$ cat config.mk
export PLATFORM = sky130hd
export DESIGN_NAME = conv_regs
export DESIGN_NICKNAME = d
export VERILOG_FILES = /design/src/rtl/conv_regs_pkg.sv /design/src/rtl/conv_cfg_reg.sv /design/src/rtl/conv_engine.sv /design/src/rtl/conv_rd_port.sv /design/src/rtl/conv_regs.sv
export SDC_FILE = /design/constraint.sdc
export NUM_CORES = 1
export LEC_CHECK = 0
export ABC_AREA = 1
export ABC_CLOCK_PERIOD_IN_PS = 2700
export BUFFER_PORTS_ARGS = -buffer_cell sky130_fd_sc_hd__buf_2
export CORE_MARGIN = 4
export CORE_UTILIZATION = 30
export CTS_BUF_LIST = sky130_fd_sc_hd__clkbuf_16
export CTS_CLUSTER_DIAMETER = 200
export DETAILED_ROUTE_END_ITERATION = 8
export PLACE_DENSITY = 0.47
export SYNTH_ARGS = -nofsm -noshare
export SYNTH_HDL_FRONTEND = slang
export SYNTH_SLANG_ARGS = --single-unit
$ cat constraint.sdc
create_clock -name clk_i -period 2.7 [get_ports clk_i]
set_clock_uncertainty 0.2 [all_clocks]
set_input_delay 0.135 -clock clk_i [delete_from_list [all_inputs] [get_ports clk_i]]
set_output_delay 0.135 -clock clk_i [all_outputs]
set_load 0.01 [all_outputs]
$ cat src/rtl/conv_regs_pkg.sv
package conv_regs_pkg;
  localparam int RES_W = 16;
  localparam int BIT_START = 7;
  localparam int BIT_SINGLE = 4;
  localparam logic [7:0] CFG_RST_BYTE = 8'h8C;

  typedef struct packed {
    logic       single;
    logic [1:0] rate;
    logic [1:0] gain;
  } cfg_t;

  typedef enum logic [1:0] {RD_HI = 2'd0, RD_LO = 2'd1, RD_CFG = 2'd2} rd_sel_e;

  function automatic cfg_t byte_to_cfg(logic [7:0] b);
    cfg_t c;
    c.single = b[BIT_SINGLE];
    c.rate   = b[3:2];
    c.gain   = b[1:0];
    return c;
  endfunction

  function automatic logic [7:0] cfg_to_byte(cfg_t c, logic busy);
    return {busy, 2'b00, c.single, c.rate, c.gain};
  endfunction

  function automatic int unsigned max2(int unsigned a, int unsigned b);
    return (a > b) ? a : b;
  endfunction

  localparam cfg_t CFG_RST = byte_to_cfg(CFG_RST_BYTE);
endpackage

$ cat src/rtl/conv_cfg_reg.sv
module conv_cfg_reg
  import conv_regs_pkg::*;
(
  input  logic       clk_i,
  input  logic       rst_ni,
  input  logic       clr_i,
  input  logic       wr_valid_i,
  input  logic [7:0] wr_data_i,
  output cfg_t       cfg_o,
  output logic       start_o
);
  cfg_t cfg_q;

  always_ff @(posedge clk_i or negedge rst_ni) begin
    if (!rst_ni)         cfg_q <= CFG_RST;
    else if (clr_i)      cfg_q <= CFG_RST;
    else if (wr_valid_i) cfg_q <= byte_to_cfg(wr_data_i);
  end

  // start request only counts when the same byte selects single-shot
  assign start_o = wr_valid_i && !clr_i && wr_data_i[BIT_SINGLE] && wr_data_i[BIT_START];
  assign cfg_o   = cfg_q;
endmodule

$ cat src/rtl/conv_engine.sv
module conv_engine
  import conv_regs_pkg::*;
#(
  parameter int unsigned CYC_R0 = 4,
  parameter int unsigned CYC_R1 = 6,
  parameter int unsigned CYC_R2 = 8,
  parameter int unsigned CYC_R3 = 12
) (
  input  logic             clk_i,
  input  logic             rst_ni,
  input  logic             clr_i,
  input  logic             single_i,
  input  logic [1:0]       rate_i,
  input  logic             start_i,
  input  logic [RES_W-1:0] sample_i,
  output logic             busy_o,
  output logic             done_o,
  output logic [RES_W-1:0] result_o
);
  localparam int unsigned CYC_MAX = max2(max2(CYC_R0, CYC_R1), max2(CYC_R2, CYC_R3));
  localparam int CNT_W = (CYC_MAX > 2) ? $clog2(CYC_MAX) : 1;
  localparam int unsigned CYC_TAB [4] = '{CYC_R0, CYC_R1, CYC_R2, CYC_R3};
  localparam logic RUN_RST = !CFG_RST.single;

  logic [CNT_W-1:0] len_tab [4];
  logic [CNT_W-1:0] cnt_q;
  logic             running_q, done_q, last;
  logic [RES_W-1:0] result_q;

  for (genvar i = 0; i < 4; i++) begin : g_len
    assign len_tab[i] = CNT_W'(CYC_TAB[i] - 1);
  end

  // >= so a rate change mid-count cannot overrun the counter
  assign last = running_q && (cnt_q >= len_tab[rate_i]);

  always_ff @(posedge clk_i or negedge rst_ni) begin
    if (!rst_ni) begin
      running_q <= RUN_RST;
      cnt_q     <= '0;
      result_q  <= '0;
      done_q    <= 1'b0;
    end else if (clr_i) begin
      running_q <= RUN_RST;
      cnt_q     <= '0;
      result_q  <= '0;
      done_q    <= 1'b0;
    end else begin
      done_q <= last;
      if (last) begin
        result_q  <= sample_i;
        cnt_q     <= '0;
        running_q <= !single_i;
      end else if (running_q) begin
        cnt_q <= cnt_q + 1'b1;
      end else if (!single_i || start_i) begin
        running_q <= 1'b1;
        cnt_q     <= '0;
      end
    end
  end

  assign busy_o   = running_q;
  assign done_o   = done_q;
  assign result_o = result_q;
endmodule

$ cat src/rtl/conv_rd_port.sv
module conv_rd_port
  import conv_regs_pkg::*;
(
  input  logic             clk_i,
  input  logic             rst_ni,
  input  logic             clr_i,
  input  logic             rd_start_i,
  input  logic             rd_next_i,
  input  logic [RES_W-1:0] result_i,
  input  logic [7:0]       cfg_byte_i,
  output logic [7:0]       rd_data_o,
  output rd_sel_e          ptr_o,
  output logic [RES_W-1:0] snap_o
);
  rd_sel_e          ptr_q;
  logic [RES_W-1:0] snap_q;

  always_ff @(posedge clk_i or negedge rst_ni) begin
    if (!rst_ni) begin
      ptr_q  <= RD_HI;
      snap_q <= '0;
    end else if (clr_i) begin
      ptr_q  <= RD_HI;
      snap_q <= '0;
    end else if (rd_start_i) begin
      ptr_q  <= RD_HI;
      snap_q <= result_i;
    end else if (rd_next_i) begin
      unique case (ptr_q)
        RD_HI:   ptr_q <= RD_LO;
        RD_LO:   ptr_q <= RD_CFG;
        default: ptr_q <= RD_CFG;
      endcase
    end
  end

  always_comb begin
    unique case (ptr_q)
      RD_HI:   rd_data_o = snap_q[15:8];
      RD_LO:   rd_data_o = snap_q[7:0];
      default: rd_data_o = cfg_byte_i;
    endcase
  end

  assign ptr_o  = ptr_q;
  assign snap_o = snap_q;
endmodule

$ cat src/rtl/conv_regs.sv
module conv_regs
  import conv_regs_pkg::*;
#(
  parameter int unsigned CYC_R0 = 4,
  parameter int unsigned CYC_R1 = 6,
  parameter int unsigned CYC_R2 = 8,
  parameter int unsigned CYC_R3 = 12
) (
  input  logic        clk_i,
  input  logic        rst_ni,
  input  logic        full_rst_i,
  input  logic        wr_valid_i,
  input  logic [7:0]  wr_data_i,
  input  logic        rd_start_i,
  input  logic        rd_next_i,
  output logic [7:0]  rd_data_o,
  input  logic [15:0] sample_i,
  output logic        busy_o,
  output logic        done_o,
  output logic        single_o,
  output logic [1:0]  rate_o,
  output logic [1:0]  gain_o
);
  cfg_t             cfg_w;
  logic             start_w;
  logic [RES_W-1:0] result_w;
  logic [RES_W-1:0] snap_w;
  rd_sel_e          ptr_w;

  conv_cfg_reg u_cfg (
    .clk_i      (clk_i),
    .rst_ni     (rst_ni),
    .clr_i      (full_rst_i),
    .wr_valid_i (wr_valid_i),
    .wr_data_i  (wr_data_i),
    .cfg_o      (cfg_w),
    .start_o    (start_w)
  );

  conv_engine #(
    .CYC_R0 (CYC_R0),
    .CYC_R1 (CYC_R1),
    .CYC_R2 (CYC_R2),
    .CYC_R3 (CYC_R3)
  ) u_eng (
    .clk_i    (clk_i),
    .rst_ni   (rst_ni),
    .clr_i    (full_rst_i),
    .single_i (cfg_w.single),
    .rate_i   (cfg_w.rate),
    .start_i  (start_w),
    .sample_i (sample_i),
    .busy_o   (busy_o),
    .done_o   (done_o),
    .result_o (result_w)
  );

  conv_rd_port u_rd (
    .clk_i      (clk_i),
    .rst_ni     (rst_ni),
    .clr_i      (full_rst_i),
    .rd_start_i (rd_start_i),
    .rd_next_i  (rd_next_i),
    .result_i   (result_w),
    .cfg_byte_i (cfg_to_byte(cfg_w, busy_o)),
    .rd_data_o  (rd_data_o),
    .ptr_o      (ptr_w),
    .snap_o     (snap_w)
  );

  assign single_o = cfg_w.single;
  assign rate_o   = cfg_w.rate;
  assign gain_o   = cfg_w.gain;
endmodule

# After elaboration in Yosys (flattened, before gate mapping)
# Cells that the tools add are included.
[classes]
n_addsub = 1
magnitude_cmp = 2
eq_ne = 1
n_mux = 23
bitwise_logic = 1
n_reduce_logical = 13
[ops]
columns = ["operator", "count"]
rows = [
  ["$mux 16", 4],
  ["$mux 4", 6],
  ["$pmux 8 s2", 1],
  ["$mux 5", 2],
  ["$bmux 4 s2", 1],
  ["$mux 2", 4],
  ["$reduce_bool 2->1", 3],
  ["$mux 1", 5],
  ["$add 4x1->4 const B", 1],
  ["$ge 4x4->1", 1],
  ["$logic_and 1x1->1", 4],
  ["$reduce_bool 4->1", 1],
  ["$ge 3x3->1 const B", 1],
  ["$not 2->3", 1],
  ["$reduce_bool 3->1", 1],
  ["$eq 2x1->1 const B", 1],
  ["$logic_not 1->1", 2],
  ["$logic_not 2->1", 1],
  ["$logic_or 1x1->1", 1],
]
[word_totals]
ff_bits = 45
out_inout_bits = 15

# Depth between registers and ports, before layout
[depth]
word_depth = 9
mapped_depth = 11
mapped_depth_nobuf = 10

# Hierarchy
# Synthesis repeated with hierarchy kept, for this count alone.
[unflattened]
cells_unflattened = 265
area_unflattened_um2 = 2294.7
[modules_own_cells]
columns = ["mod", "n_inst", "cells_each", "area_each_um2", "seq_area_each_um2"]
rows = [
  ["conv_engine", 1, 122, 1159.9, 551.8],
  ["conv_rd_port", 1, 118, 923.4, 450.4],
  ["conv_cfg_reg", 1, 24, 207.7, 127.6],
  ["conv_regs", 1, 1, 3.8, 0.0],
]

# Worst setup path before layout
# Ideal clock, no wire load.
[synth_path]
kind = "register -> register"
start = "reg u_cfg.cfg_q (netlist bit u_cfg.cfg_o[3])"
end = "reg u_eng.cnt_q[1]"
setup_ns = 0.117
t_arrival_ns = 1.682
required_time_ns = 2.383
slack_ns = 0.700
stages_incl_launch_ff = 12
n_path_buf = 1
synth_period_minus_slack_ns = 2.000
path_cell_list = "dfstp_2 > inv_1 > ha_1 > ha_1 > nand2_1 > inv_1 > nand2_1 > nand2_4 > nand2_4 > buf_6 > nand3_1 > nand2_1"
[synth_via]
elab_chain_cells = 8
[synth_lines]
columns = ["element", "line_no", "text"]
rows = [
  ["from (decl)", "conv_cfg_reg.sv:12", "cfg_t cfg_q;"],
  ["from (signal assigned)", "conv_cfg_reg.sv:17", "else if (wr_valid_i) cfg_q <= byte_to_cfg(wr_data_i);"],
  ["$not 2->3 (not written as such) *", "conv_engine.sv:35", "assign last = running_q && (cnt_q >= len_tab[rate_i]);"],
  ["$bmux 4 s2 *", "conv_engine.sv:35", ""],
  ["$mux 4 (not written as such) * (2 in a row)", "conv_engine.sv:35", ""],
  ["$ge 4x4->1 *", "conv_engine.sv:35", ""],
  ["$logic_and 1x1->1 *", "conv_engine.sv:35", ""],
  ["$mux 4", "conv_engine.sv:50", "if (last) begin"],
  ["$mux 4", "conv_engine.sv:43", "end else if (clr_i) begin"],
  ["to (signal assigned)", "conv_engine.sv:55", "cnt_q <= cnt_q + 1'b1;"],
  ["to (decl)", "conv_engine.sv:26", "logic [CNT_W-1:0] cnt_q;"],
]
# Mark *: on every way between the ends. The rest lies on a longest branch, timed or not. The select of a mux whose other input is x is not followed.
# A chain may end at the register's enable or synchronous reset.

# Worst setup path after layout
[layout_path]
start = "reg u_cfg.cfg_q (netlist bit u_cfg.cfg_o[3])"
end = "reg u_eng.result_q[6], in the netlist u_eng.result_o[6]"
[layout_via]
elab_chain_cells = 7
[layout_lines]
columns = ["element", "line_no", "text"]
rows = [
  ["$not 2->3 (not written as such)", "conv_engine.sv:35", ""],
  ["$bmux 4 s2", "conv_engine.sv:35", ""],
  ["$mux 4 (not written as such) (2 in a row)", "conv_engine.sv:35", ""],
  ["$ge 4x4->1", "conv_engine.sv:35", ""],
  ["$logic_and 1x1->1", "conv_engine.sv:35", ""],
  ["$reduce_bool 2->1 (no source line)", "n/a", ""],
  ["to (signal assigned)", "conv_engine.sv:51", "result_q <= sample_i;"],
  ["to (decl)", "conv_engine.sv:28", "logic [RES_W-1:0] result_q;"],
]
# Every way passes these cells. The select of a mux whose other input is x is not followed.

==> flow_metrics.env <==
export IMPL_drc_errors=0
export IMPL_die_w_um=93.36
export IMPL_detail_route_iter0_violations=60
export IMPL_hold_viol_final=0
export IMPL_min_path_cells=3
export IMPL_holdBufCountCts=28
export IMPL_port_buffers=42
export IMPL_min_to="u_cfg.cfg_o[0]$_DFFE_PN0P_"
export IMPL_setup_tns_ps=0
export IMPL_synth_fp_nets=280
export IMPL_rsz0062_at_grt="false"
export IMPL_antenna_found_initial=0
export IMPL_path_cells="inv_1 -> ha_1 -> ha_1 -> nand2_1 -> inv_1 -> nand2_1 -> nand2_4 -> nand2_4 -> nand3_1 -> nand2_1"
export IMPL_status="finished, final reports clean"
export IMPL_boundaryPins=45
export IMPL_grt_max_degree=46
export IMPL_finish_net_count=345
export IMPL_numCtsBuffers=5
export IMPL_fin_crit_ps=2230
export IMPL_dp_hpwl_um=3918
export IMPL_crit_fanout=22
export IMPL_grt_overflow=0
export IMPL_first_pass_iters=4
export IMPL_ys_seq_area_frac=0.5169
export IMPL_cts_tree="built"
export IMPL_die_y_um=93.36
export IMPL_clk_pin_slew_worst_paths_ps=60
export IMPL_ff2ff_path_depth=10
export IMPL_cts_setup_buffers=0
export IMPL_wirelength_um=5739
export IMPL_slew_viol_final=0
export IMPL_crit_type="flop to flop"
export IMPL_track_usage=0.1446
export IMPL_placed_area_mm2=0.002425
export IMPL_antenna_cells=0
export IMPL_end_kind="flop"
export IMPL_power_density_mw_per_mm2=580.1
export IMPL_syn_avg_cell_area_um2=8.958
export IMPL_fin_area_mm2=0.002868
export IMPL_worstSkewPairLatency_ps=280
export IMPL_max_freq_mhz=448.5
export IMPL_vias=1906
export IMPL_via_per_inst=4.695
export IMPL_initial_core_util=0.3148
export IMPL_cp_slowest_stage_delay_ps=540
export IMPL_finalCritPeriodShare=0.8257
export IMPL_p_leak_nw=1.455
export IMPL_hp_start="wr_valid_i"
export IMPL_area_delta_synth_final_pct=31.20
export IMPL_worst_path_most_repeated_cell="nand2_1"
export IMPL_wl_per_cell_um=14.14
export IMPL_crit_arrival_ps=2200
export IMPL_htree_levels=2
export IMPL_clock_root_buffer="clkbuf_16"
export IMPL_cts_sinks=45
export IMPL_finalSetupViolCount=0
export IMPL_min_path_type="input pin to flop"
export IMPL_r2r_start="u_cfg.cfg_o[3]$_DFFE_PN1P_"
export IMPL_max_slew_margin=0.3260
export IMPL_slowest_stage="dfstp_2"
export IMPL_fillCellCount=740
export IMPL_r2r_setup_slack_ps=470
export IMPL_grt_pass1_vias=2002
export IMPL_cts_buffer_depth=2
export IMPL_tightest_slew_ps=1011
export IMPL_synth_area_mm2=0.002186
export IMPL_dieArea_mm2=0.008716
export IMPL_r2r_end="u_eng.result_o[6]$_DFFE_PN0P_"
export IMPL_synthCells=244
export IMPL_required_ps=2670
export IMPL_grt_pass1_wl_um=9984
export IMPL_place_gp_congestion=0.7760
export IMPL_yosysWarnings=0
export IMPL_start_kind="flop"
export IMPL_synth_cell_types=23
export IMPL_vdd_ir_drop_max_mv=0.2501
export IMPL_drive_gt1_frac=0.1903
export IMPL_ant_nets=0
export IMPL_ys_ff_latch=45
export IMPL_num_rows=30
export IMPL_cts_resized=0
export IMPL_maxCapViolCount=0
export IMPL_core_area_mm2=0.006944
cells in the mapped netlist (all sizes together):
cell / instances / area (µm²)
buf: 11 / 95.09
a22oi: 1 / 7.510
nand4: 21 / 131.4
inv: 25 / 93.84
o221ai: 5 / 43.79
or2: 1 / 6.260
dfstp: 3 / 78.83
ha: 6 / 75.07
clkbuf: 3 / 11.26
o21ai: 18 / 90.09
nor2: 9 / 41.29
a21oi: 4 / 23.77
nand3: 44 / 220.2
dfrtp: 42 / 1051
o22ai: 2 / 12.51
xnor2: 1 / 8.760
nand2: 48 / 195.2
cells by family (layout without fill, tap and decap cells):
kind of cell / after synthesis / in the layout / share of synthesized area
XOR/XNOR: 1 / 1 / 0.004008
AND/OR/NAND/NOR: 123 / 123 / 0.2719
buffers and inverters: 39 / 105 / 0.09158
adder cells (fa/ha/maj): 6 / 6 / 0.03434
AO/OA/AOI/OAI: 30 / 30 / 0.08128
flip-flops: 45 / 45 / 0.5169
flip-flops by register name (all words and copies together), names as in the netlist:
register and flops:
u_cfg.cfg_o 5, u_rd.ptr_o 2, u_eng.busy_o 1, u_rd.snap_o 16, u_eng.result_o 16, u_eng.done_o 1, u_eng.cnt_q 4
metrics by stage:
stage / instances / hold slack (ps) / worst slack (ps) / utilization / power (mW)
final: 406 / 2.733 / 470.5 / 0.4130 / 1.664
after global routing: 406 / 47.04 / 244.6 / 0.4130 / 1.755
after CTS: 406 / 0.2399 / 440.5 / 0.4130 / 1.684
after detailed placement: 370 / 137.1 / 440.1 / 0.3492 / 0.9791
after global placement: 370 / 132.5 / 448.6 / 0.3492 / 0.9735
after floorplan: 244 / -360.6 / 700.3 / - / 0.9029
where the power goes:
group	switching [mW]	internal (mW)
combinational	0.140	0.0967
clock	0.241	0.430
sequential	0.0390	0.718
total	0.419	1.24
worst max path at each step:
| stage | startpoint | endpoint | slack, ps |
|---|---|---|---|
| 6_report | u_cfg.cfg_o[3]$_DFFE_PN1P_ | u_eng.result_o[6]$_DFFE_PN0P_ | 470 |
| 5_1_grt | u_cfg.cfg_o[3]$_DFFE_PN1P_ | u_eng.result_o[6]$_DFFE_PN0P_ | 240 |
| 4_1_cts | u_cfg.cfg_o[3]$_DFFE_PN1P_ | u_eng.cnt_q[3]$_DFFE_PN0P_ | 440 |
| 3_5_place_dp | u_cfg.cfg_o[3]$_DFFE_PN1P_ | u_eng.cnt_q[3]$_DFFE_PN0P_ | 440 |
| 3_3_place_gp | u_cfg.cfg_o[3]$_DFFE_PN1P_ | u_eng.cnt_q[3]$_DFFE_PN0P_ | 450 |
| 2_1_floorplan | u_cfg.cfg_o[3]$_DFFE_PN1P_ | u_eng.cnt_q[1]$_DFFE_PN0P_ | 700 |
layout make-up:
type                       count  area [µm²]  share of cell area
clock buffer                   5       125.1             0.04363
clock inverter                 3       37.54             0.01309
inverter                      25       93.84             0.03272
multi-input combinational    160       855.8              0.2984
sequential                    45        1130              0.3940
tap                           96       120.1             0.04188
timing repair buffer          72       505.5              0.1763
layout by cell type (no fill, tap or decap):
master | netlist | layout
clkinv_1 | 0 | 1
nand3_1 | 44 | 44
a22oi_1 | 1 | 1
xnor2_1 | 1 | 1
nand4_1 | 21 | 21
nor2_4 | 1 | 1
nand2_1 | 46 | 46
clkbuf_16 | 0 | 5
buf_2 | 4 | 42
nor2_1 | 8 | 8
a21oi_1 | 3 | 3
o22ai_1 | 2 | 2
bufinv_16 | 0 | 1
dfrtp_1 | 42 | 42
nand2_4 | 2 | 2
buf_4 | 1 | 2
or2_2 | 1 | 1
o21ai_0 | 18 | 18
inv_1 | 24 | 25
dlygate4sd3_1 | 0 | 28
ha_1 | 6 | 6
a21oi_2 | 1 | 1
inv_2 | 1 | 1
o221ai_1 | 5 | 5
dfstp_2 | 3 | 3
worst max-delay path, delay by kind of cell (launching register included):
| kind | cells | cell delay [ps] |
|---|---|---|
| and+or+nand+nor | 6 | 720 |
| DFF | 1 | 540 |
| adders and majority gates | 2 | 540 |
| buffers and inverters | 2 | 110 |
layer usage:
metal | part of all wire | track usage
met3 | 0.036 | 0.02172
met2 | 0.44 | 0.2186
met4 | 0.0082 | 0.04029
met1 | 0.52 | 0.2139
met5 | 0 | 0
Power figures use the tool's default switching activity.
